--- src/rtl/cart_bank_ctrl.sv ---
module cart_bank_ctrl #(
  parameter int ROM_BANK_BITS = 7,
  parameter int RAM_BANK_BITS = 2,
  parameter int BOOT_AW = 12,
  parameter logic [7:0] RAM_KEY = 8'h0A
) (
  input  logic                        clk,
  input  logic                        rst_n,
  input  logic [15:0]                 cpu_addr,
  input  logic [7:0]                  cpu_wdata,
  input  logic                        cpu_rd,
  input  logic                        cpu_wr,
  output logic [7:0]                  cpu_rdata,
  input  logic                        boot_off,
  output logic                        rom_en,
  output logic [ROM_BANK_BITS+13:0]   rom_addr,
  input  logic [7:0]                  rom_data,
  output logic                        boot_en,
  output logic [BOOT_AW-1:0]          boot_addr,
  input  logic [7:0]                  boot_data,
  output logic                        xram_en,
  output logic                        xram_we,
  output logic [RAM_BANK_BITS+12:0]   xram_addr,
  input  logic [7:0]                  xram_rdata,
  output logic                        wram_en,
  output logic                        wram_we,
  output logic                        wram_hi,
  output logic [11:0]                 wram_addr,
  input  logic [7:0]                  wram_rdata
);

  logic [ROM_BANK_BITS-1:0] rom_bank;
  logic [RAM_BANK_BITS-1:0] ram_bank;
  logic                     ram_on;
  logic                     boot_on;

  logic [2:0] seg;
  assign seg = cpu_addr[15:13];

  logic in_rom, in_xram, in_wram, in_boot;
  assign in_rom  = ~cpu_addr[15];
  assign in_xram = seg == 3'b101;
  assign in_wram = seg == 3'b110;
  assign in_boot = boot_on &&
                   (cpu_addr < 16'h0100 || (cpu_addr >= 16'h0200 && cpu_addr < 16'h0900));

  always_ff @(posedge clk) begin
    if (!rst_n) begin
      rom_bank <= ROM_BANK_BITS'(1);
      ram_bank <= '0;
      ram_on   <= 1'b0;
      boot_on  <= 1'b1;
    end else begin
      if (boot_off) boot_on <= 1'b0;
      if (cpu_wr) begin
        case (seg)
          3'b000: ram_on <= (cpu_wdata == RAM_KEY);
          3'b001: rom_bank <= (cpu_wdata == 8'h00) ? ROM_BANK_BITS'(1)
                                                   : cpu_wdata[ROM_BANK_BITS-1:0];
          3'b010: ram_bank <= cpu_wdata[RAM_BANK_BITS-1:0];
          default: ;
        endcase
      end
    end
  end

  assign rom_en    = cpu_rd && in_rom && !in_boot;
  assign rom_addr  = cpu_addr[14] ? {rom_bank, cpu_addr[13:0]}
                                  : {{ROM_BANK_BITS{1'b0}}, cpu_addr[13:0]};
  assign boot_en   = cpu_rd && in_boot;
  assign boot_addr = cpu_addr[BOOT_AW-1:0];
  assign xram_en   = (cpu_rd || cpu_wr) && in_xram && ram_on;
  assign xram_we   = cpu_wr && in_xram && ram_on;
  assign xram_addr = {ram_bank, cpu_addr[12:0]};
  assign wram_en   = (cpu_rd || cpu_wr) && in_wram;
  assign wram_we   = cpu_wr && in_wram;
  assign wram_hi   = cpu_addr[12];
  assign wram_addr = cpu_addr[11:0];

  always_comb begin
    if (in_boot)      cpu_rdata = boot_data;
    else if (in_rom)  cpu_rdata = rom_data;
    else if (in_xram) cpu_rdata = ram_on ? xram_rdata : 8'hFF;
    else if (in_wram) cpu_rdata = wram_rdata;
    else              cpu_rdata = 8'h00;
  end

endmodule


--- config.mk ---
export PLATFORM = sky130hd
export DESIGN_NAME = cart_bank_ctrl
export DESIGN_NICKNAME = d
export VERILOG_FILES = /design/src/rtl/cart_bank_ctrl.sv
export SDC_FILE = /design/constraint.sdc
export NUM_CORES = 1
export LEC_CHECK = 0
export ABC_AREA = 1
export CAP_MARGIN = 40
export CORE_ASPECT_RATIO = 1.2
export CORE_UTILIZATION = 33
export CTS_CLUSTER_DIAMETER = 200
export DETAILED_ROUTE_END_ITERATION = 6
export PLACE_DENSITY = 0.87
export SLEW_MARGIN = 20
export SYNTH_ARGS = -nofsm -noshare
export SYNTH_HDL_FRONTEND = slang
export SYNTH_SLANG_ARGS = --single-unit
--- constraint.sdc ---
create_clock -name clk -period 2.9 [get_ports clk]
set_clock_uncertainty 0.1 [all_clocks]
set_input_delay 0.435 -clock clk [delete_from_list [all_inputs] [get_ports clk]]
set_output_delay 0.435 -clock clk [all_outputs]
set_load 0.01 [all_outputs]
==> metrics.cfg, run 1 <==
[worst_setup_path]
crit_start = cpu_addr[13]
cpPeakStageDelay_ns = 0.54
reg2regPathDepth = 4
path_cells = clkdlybuf4s50_1 -> inv_2 -> nand2_2 -> nor2_8 -> nand2_4 -> nor2_1 -> clkdlybuf4s50_1
crit_type = in2out
crit_arrival_ns = 2.21
startpoint_type = primary input
end_kind = output pin
regToRegSetupSlack_ns = 1.89
r2r_end = ram_on
cp.required_ns = 2.37
path_common_cell = clkdlybuf4s50_1
cp_max_fo = 13
r2r-start = ram_on
critPathSlowestCell = clkdlybuf4s50_1

[min_path]
holdCritStartpoint = rom_bank[0]
hold_class = reg2reg
min_path_cells = 2
min_to = rom_bank[0]

[clock_network]
clock_latency_ns = 0.24
cts_tree = yes
cts.sinks = 11
h-tree-depth = 1
path_clk_slew_ns = 0.05
post_cts_buffers = 0
clockBufferDepth = 2
ctsRootBufferMaster = clkbuf_8
cts_buffers = 3

[route]
post_drt_via_cell_ratio = 4.48
routed_wl_mm = 3.79
drc = 0
ant_nets = 0
routedWlPerCell_um = 11.4
drt_iter0_markers = 105
first_pass_iters = 4
num_vias = 1493

[placed_design]
hpwlAfterDp_mm = 3.17
gp_congestion = 0.875
dpl_cell_area_sq_um = 2050
dp.cells = 329
port_buffers = 95

[finish]
drive_above_1_share_pct = 7.53
finalNonFillerCells = 333
n_antenna_cell = 0
finalNetCount = 341
fin_area_sq_um = 2090
syn2layout_area_growth_pct = 45.4

[synthesis]
ys_warn_count = 0
synth-seq-cells = 11
syn_area_per_cell_sq_um = 6.13
synth.most_common_cell = buf_4
synthCells = 235
ys_top_cells_by_count = buf_4, nand2_1, nor2_1
synth_top_flop_cell = dfxtp_1
synth_edf_count = 0
ys_seq_area_share_pct = 15.3
syn_nets = 296
synth_area_leader_cell = buf_4
synth_cell_types = 23
netlist_area_sq_um = 1440
async_flop_share_pct = 0
synth_top_area_share_pct = 27.1
netlist_top_cells_area = buf_4, dfxtp_1, nand2_1, nand3_1, nor2_1

[die]
ioPinCount = 136
rows = 25
chipWidth_um = 62.3
die-height_um = 74.4
die_area_sq_um = 4630
initial_core_util_pct = 35.4
core_sq_um = 4070

[timing]
period_needed_ns = 2.74
slew_headroom_pct = 72.2
drv_slew = 0
rsz0062_at_grt = no
hold_viol_final = 0
tightest_slew_ns = 0.417
setup_violations = 0
post-route-period-util_pct = 94.6
setup_tns_ns = 0
max_freq_mhz = 365

[global_route]
antenna_found_initial = 0
grt_max_degree = 14
grt_pass1_wl_mm = 6.15
globalRouteOverflowTotal = 0
first_global_vias = 1362
grt.total_usage_pct = 16.8

[job]
cap_violations = 0

[power]
p_per_area_nw_per_um2 = 266
power.leakage_uw = 0.000968
ir_worst_vdd_uv = 266

[outcome]
status = finished, final reports clean

-- flip-flops by register name (all words and copies together) (netlist names) --
name,flops
ram_bank,2
ram_on,1
boot_on,1
rom_bank,7
-- worst max-delay path: cells and delay by family --
kind | cells | cell delay [ns]
simple gates | 4 | 0.54
buf+inv | 3 | 1.23
-- worst max-delay path by stage --
stage                   endpoint  depth (start not counted)  slack (ns)
floorplan                boot_en                          6        1.21
global placement    cpu_rdata[5]                          7        0.15
detailed placement       boot_en                          7        0.08
CTS                      boot_en                          7        0.07
global route        cpu_rdata[5]                          7        0.06
finish                   boot_en                          7        0.16
-- through the flow --
stage | utilization (%) | hold slack (ns) | total power [uW] | worst slack [ns]
floorplan | - | 0.330 | 321 | 1.21
global placement | 50.3 | 0.343 | 403 | 0.151
detailed placement | 50.3 | 0.370 | 406 | 0.0818
CTS | 51.4 | 0.383 | 560 | 0.0747
global route | 51.5 | 0.413 | 590 | 0.0603
finish | 51.5 | 0.374 | 557 | 0.157
-- repair_timing --
action                     4_1_cts  5_1_grt
hold buffers                     0        0
setup endpoints to repair        0        1
resized for setup                0        1
-- cell type report --
cell class	instances	area, sq um
Multi-Input combinational cell	137	673
Timing Repair Buffer	99	983
Sequential cell	11	220
Tap cell	54	67.6
Inverter	28	105
Clock buffer	4	45.0
Fill cell	396	1970
-- where the power goes --
group	leakage [uW]	switching [uW]	internal, uW
Combinational	0.000856	101	140
Clock	0.0000228	58.6	96.6
Sequential	0.0000897	3.68	157
-- layout by cell type, fill, tap and decap left out, types with 4 or more instances in the layout --
cell type	n
buf_4	4
clkdlybuf4s50_1	94
dfxtp_1	11
inv_1	24
nand2_1	50
nand3_1	27
nand4_1	8
nor2_1	29
o21ai_1	7
-- layer usage --
| metal | routed length (um) | part of all wire, % | global-route usage (%) |
|---|---|---|---|
| met1 | 1430 | 38 | 18.0 |
| met2 | 1910 | 51 | 31.7 |
| met3 | 328 | 8.7 | 3.22 |
| met4 | 117 | 3.1 | 8.79 |
| met5 | 0 | 0 | 0 |
-- cell families after synthesis --
logic type / synth area share [%]
buffers and inverters: 38.0
and+or+nand+nor: 41.3
DFF: 15.3
AOI/OAI and AO/OA: 5.47
No activity file was read; power rests on OpenSTA's default activity.
==> run 2: changes to the inputs <==
--- a/config.mk
+++ b/config.mk
@@ -12,6 +12,7 @@
 export CTS_CLUSTER_DIAMETER = 200
 export DETAILED_ROUTE_END_ITERATION = 6
 export PLACE_DENSITY = 0.87
+export SETUP_SLACK_MARGIN = 0.2
 export SLEW_MARGIN = 20
 export SYNTH_ARGS = -nofsm -noshare
 export SYNTH_HDL_FRONTEND = slang
==> run 2 against run 1 <==
Total power up 1.2%. Clock power about the same. Register-to-register slack about the same. Hold slack barely moved. Routed wire length rose by 2.7%. First-iteration DRC count is 27% lower. Sequential share of layout area shrank 0.23 points. Sequential power barely moved. Worst setup slack better by 0.10 ns.
==> metrics.cfg, run 2 (synthesized netlist as in run 1, its figures left out) <==
[finish]
finalNetCount = 346  ; +1.5%
num-fill-cells = 391  ; -1.3%
syn2layout_area_growth_pct = 48.7
area.sequential_sq_um = 220  ; unchanged
largestRegisters = rom_bank x7, ram_bank x2
largest_reg_flops = 7  ; unchanged
layout_commonest_cell = clkdlybuf4s50_1
post-route-util_pct = 52.7  ; +1.2 points
largest_register = rom_bank
final_cell_mix = clkdlybuf4s50_1, nand2_1, nor2_1
n_antenna_cell = 0  ; unchanged
multi_input_area_sq_um = 689  ; +2.4%
drive_above_1_share_pct = 9.51  ; +2.0 points

[timing]
setup_violations = 0  ; unchanged
hold_viol_final = 0  ; unchanged
post-route-period-util_pct = 91.0  ; -3.6 points
period_needed_ns = 2.64  ; -0.104 ns
max_freq_mhz = 379  ; +3.9%
tightest_slew_ns = 0.396  ; -0.0210 ns
setup_tns_ns = 0  ; unchanged
drv_slew = 0  ; unchanged
rsz0062_at_grt = yes
slew_headroom_pct = 73.6  ; +1.4 points

[power]
switching_share_pct = 29.6  ; +0.30 points
p_clk_share_pct = 27.5  ; -0.3 points
ir_worst_vdd_uv = 266  ; about the same
p_per_area_nw_per_um2 = 263  ; -1.1%
seqPwrFrac_pct = 28.6  ; -0.3 points
power_frac_comb_pct = 43.9  ; +0.6 points
p_switching_uw = 167  ; +2.2%
intPower_uw = 397  ; +0.76%
power.leakage_uw = 0.000996  ; +2.9%

[route]
routedWlPerCell_um = 11.5  ; +1.1%
first_pass_iters = 4  ; unchanged
num_vias = 1527  ; +2.3%
drc = 0  ; unchanged
post_drt_via_cell_ratio = 4.52  ; +0.76%
drt_iter0_markers = 77  ; -27%
routed_wl_mm = 3.89  ; +2.7%
ant_nets = 0  ; unchanged

[die]
ioPinCount = 136  ; unchanged
rows = 25  ; unchanged
core_sq_um = 4070  ; unchanged
die-height_um = 74.4  ; unchanged
initial_core_util_pct = 35.4  ; unchanged
chipWidth_um = 62.3  ; unchanged
die_area_sq_um = 4630  ; unchanged

[placed_design]
hpwlAfterDp_mm = 3.17  ; unchanged
port_buffers = 95  ; unchanged
gp_congestion = 0.875  ; unchanged

[global_route]
grt.total_usage_pct = 17.4  ; +0.62 points
grt_max_degree = 14  ; unchanged
antenna_found_initial = 0  ; unchanged
globalRouteOverflowTotal = 0  ; unchanged
first_global_vias = 1400  ; +2.8%
grt_pass1_wl_mm = 6.35  ; +3.3%

[min_path]
hold_class = reg2reg
min_path_cells = 2  ; unchanged

[worst_setup_path]
crit_type = in2out
cp.required_ns = 2.37  ; about the same
startpoint_type = primary input
end_kind = output pin
reg2regPathDepth = 4  ; unchanged
cp_max_fo = 11  ; -2
crit_arrival_ns = 2.10  ; -0.11 ns

[clock_network]
ctsRootBufferMaster = clkbuf_8
cts_buffers = 3  ; unchanged
clockBufferDepth = 2  ; unchanged
hold_buffers = 0  ; unchanged
cts_tree = yes
h-tree-depth = 1  ; unchanged
cts.sinks = 11  ; unchanged
clock_latency_ns = 0.24  ; about the same
path_clk_slew_ns = 0.05  ; about the same

[job]
cap_violations = 0  ; unchanged

[outcome]
status = finished, final reports clean

-- run 2: power groups by stage --
stage,clock network (uW),registers (uW),logic [uW]
2_1_floorplan,0,163,159
4_1_cts,157,161,245
6_report,155,161,248
3_3_place_gp,0,164,239
3_5_place_dp,0,164,241
5_1_grt,167,162,268
-- run 2: routing by layer --
metal  vias to the layer above  wire [um]  track usage [%]
met2                        78       2000             33.7
met3                        17        295             3.37
met4                         0        119             8.79
met1                       646       1470             18.2
li1                        786          -                -
met5                         -          0                0
-- run 2: area by class of cell --
class,instances,share of cell area (%)
Inverter,28,5.14
Tap cell,54,3.15
Sequential cell,11,10.3
Timing Repair Buffer,103,47.1
Clock buffer,4,2.10
Multi-Input combinational cell,138,32.2
-- run 2: final timing paths --
| kind | slack [ns] | to | from |
|---|---|---|---|
| worst max register to register | 1.88 | ram_on | ram_on |
| worst min-delay path | 0.37 | rom_bank[0] | rom_bank[0] |
| worst min register to register | 0.37 | rom_bank[0] | rom_bank[0] |
| worst max-delay path | 0.26 | cpu_rdata[1] | cpu_addr[15] |
-- run 2: what timing repair did --
item	4_1_cts	5_1_grt
resized for setup	5	3
gates cloned	1	0
buffers inserted	1	3
pin swaps	1	1
setup endpoints to repair	11	10
-- run 2: critical path, stage by stage --
cell,delay (ns)
clkdlybuf4s50_1,0.54
buf_4,0.21
nand4_1,0.10
nand3_1,0.14
nand2_1,0.09
nand2_1,0.07
clkdlybuf4s50_1,0.53
-- run 2: stage by stage --
stage                     worst slack [ns]  hold slack (ns)  std cells  area, sq um  total power, uW
final                                0.261            0.374        338         2140              564
after global routing                 0.193            0.413        338         2140              597
after CTS                            0.209            0.383        335         2110              563
after detailed placement            0.0818            0.370        329         2050              406
after global placement               0.151            0.343        329         2050              403
after floorplan                       1.21            0.330        235         1440              321
==> run 3: changes to the inputs <==
--- a/config.mk
+++ b/config.mk
@@ -8,10 +8,10 @@
 export ABC_AREA = 1
 export CAP_MARGIN = 40
 export CORE_ASPECT_RATIO = 1.2
-export CORE_UTILIZATION = 33
+export CORE_UTILIZATION = 31
 export CTS_CLUSTER_DIAMETER = 200
 export DETAILED_ROUTE_END_ITERATION = 6
-export PLACE_DENSITY = 0.87
+export PLACE_DENSITY = 0.82
 export SETUP_SLACK_MARGIN = 0.2
 export SLEW_MARGIN = 20
 export SYNTH_ARGS = -nofsm -noshare
==> constraint.sdc (replaced) <==
create_clock -name clk -period 2.98 [get_ports clk]
set_clock_uncertainty 0.1 [all_clocks]
set_input_delay 0.447 -clock clk [delete_from_list [all_inputs] [get_ports clk]]
set_output_delay 0.447 -clock clk [all_outputs]
set_load 0.01 [all_outputs]
==> run 3 against run 2 <==
Worst setup slack better by 0.0098 ns. Total power down 4.0%. Sequential power decreased by 2%.
==> metrics.cfg, run 3 (synthesized netlist as in run 1, its figures left out) <==
[timing]
setup_violations = 0  ; unchanged
hold_viol_final = 0  ; unchanged
rsz0062_at_grt = yes
tightest_slew_ns = 0.352  ; -0.0435 ns
setup_tns_ns = 0  ; unchanged
max_freq_mhz = 369
slew_headroom_pct = 76.5  ; +2.9 points
fin_hold_ws_ns = 0.351  ; -0.0229 ns
post-route-period-util_pct = 90.9
drv_slew = 0  ; unchanged
timing.final.ws_setup_ns = 0.270  ; +0.00980 ns
period_needed_ns = 2.71

[clock_network]
path_clk_slew_ns = 0.05  ; about the same
h-tree-depth = 1  ; unchanged
cts_buffers = 3  ; unchanged
clockBufferDepth = 2  ; unchanged
clock_latency_ns = 0.23  ; about the same
ctsRootBufferMaster = clkbuf_8
cts.sinks = 11  ; unchanged
cts_tree = yes

[finish]
final_cell_mix = clkdlybuf4s50_1, nand2_1, nor2_1
fin_area_sq_um = 2120  ; -0.99%
syn2layout_area_growth_pct = 47.3
post-route-util_pct = 48.7  ; -4.0 points
largestRegisters = rom_bank x7, ram_bank x2
largest_reg_flops = 7  ; unchanged
drive_above_1_share_pct = 8.21  ; -1.3 points
n_antenna_cell = 0  ; unchanged
largest_register = rom_bank
finalNetCount = 342  ; -1.2%
layout_commonest_cell = clkdlybuf4s50_1

[placed_design]
dpl_cell_area_sq_um = 2030  ; -0.61%
dp_worst_setup_slack_ns = 0.0965  ; +0.0147 ns
hpwlAfterDp_mm = 3.15  ; -0.34%
port_buffers = 95  ; unchanged
gp_congestion = 0.932  ; +6.5%

[global_route]
grt_max_degree = 21  ; +7
antenna_found_initial = 0  ; unchanged
globalRouteOverflowTotal = 0  ; unchanged
grt.total_usage_pct = 15.8  ; -1.6 points
grt_pass1_wl_mm = 6.22  ; -2.0%
first_global_vias = 1400  ; unchanged

[job]
cap_violations = 0  ; unchanged

[route]
post_drt_via_cell_ratio = 4.56  ; +0.99%
routed_wl_mm = 4.07  ; +4.7%
ant_nets = 0  ; unchanged
routedWlPerCell_um = 12.1  ; +5.3%
drc = 0  ; unchanged
num_vias = 1533  ; +0.39%
drt_iter0_markers = 157  ; +100%
first_pass_iters = 4  ; unchanged

[worst_setup_path]
startpoint_type = primary input
cp.required_ns = 2.43  ; +0.06 ns
crit_type = in2out
cp_max_fo = 13  ; +2
end_kind = output pin
crit_arrival_ns = 2.16  ; +0.06 ns

[outcome]
status = finished, final reports clean

[die]
chipWidth_um = 64.2  ; +3.1%
core_sq_um = 4360  ; +7.2%
initial_core_util_pct = 33.0  ; -2.4 points
die_area_sq_um = 4920  ; +6.3%
rows = 26  ; +4.0%
ioPinCount = 136  ; unchanged
die-height_um = 76.7  ; +3.1%

[min_path]
hold_class = reg2reg

[power]
p_per_area_nw_per_um2 = 255  ; -3.0%
power.leakage_uw = 0.000985  ; -1.1%
ir_worst_vdd_uv = 208  ; -22%

[run 3: per-stage QoR]
stage	instances	total power, uW
global placement	329	390
finish	336	541
detailed placement	329	393
floorplan	235	313
global route	336	574
CTS	333	542
[run 3: worst paths after layout]
check / startpoint / to / slack (ns) / depth (start not counted)
setup / recovery: cpu_addr[13] / boot_en / 0.27 / 7
hold / removal: boot_on / boot_on / 0.35 / 2
setup reg to reg: ram_on / ram_on / 1.91 / 4
hold reg to reg: boot_on / boot_on / 0.35 / 2
[run 3: final cells by class]
class | count | area [sq um]
clock buffers | 4 | 45.0
multi-input cells | 138 | 689
well taps | 56 | 70.1
fillers | 442 | 2240
repair buffers | 99 | 988
inverters | 28 | 108
flip-flops and latches | 11 | 220
[run 3: worst max-delay path: stages]
cell	delay, ns
clkdlybuf4s50_1	0.46
inv_4	0.18
nand2_2	0.12
nor2_8	0.18
nand2_4	0.11
nor2_1	0.12
clkdlybuf4s50_1	0.54
[run 3: timing repair]
action,in CTS,in global routing
buffers inserted,0,2
hold endpoints to repair,0,0
hold buffers,0,0
gates resized for setup,2,5
endpoints found under the setup margin,10,9
pin swaps,0,1
cloned,0,1
[run 3: power by group]
part	total, uW	internal [uW]	switching, uW
sequential	157	153	3.54
clock	145	93.5	51.9
combinational	239	137	102
total	541	384	157
[run 3: routing by layer]
| layer | global-route usage, % | up-vias | wire length (um) |
|---|---|---|---|
| met5 | 0 | - | 0 |
| met4 | 8.89 | 0 | 145 |
| met3 | 4.02 | 15 | 404 |
| met2 | 27.6 | 86 | 1970 |
| met1 | 17.1 | 659 | 1550 |
| li1 | - | 773 | - |
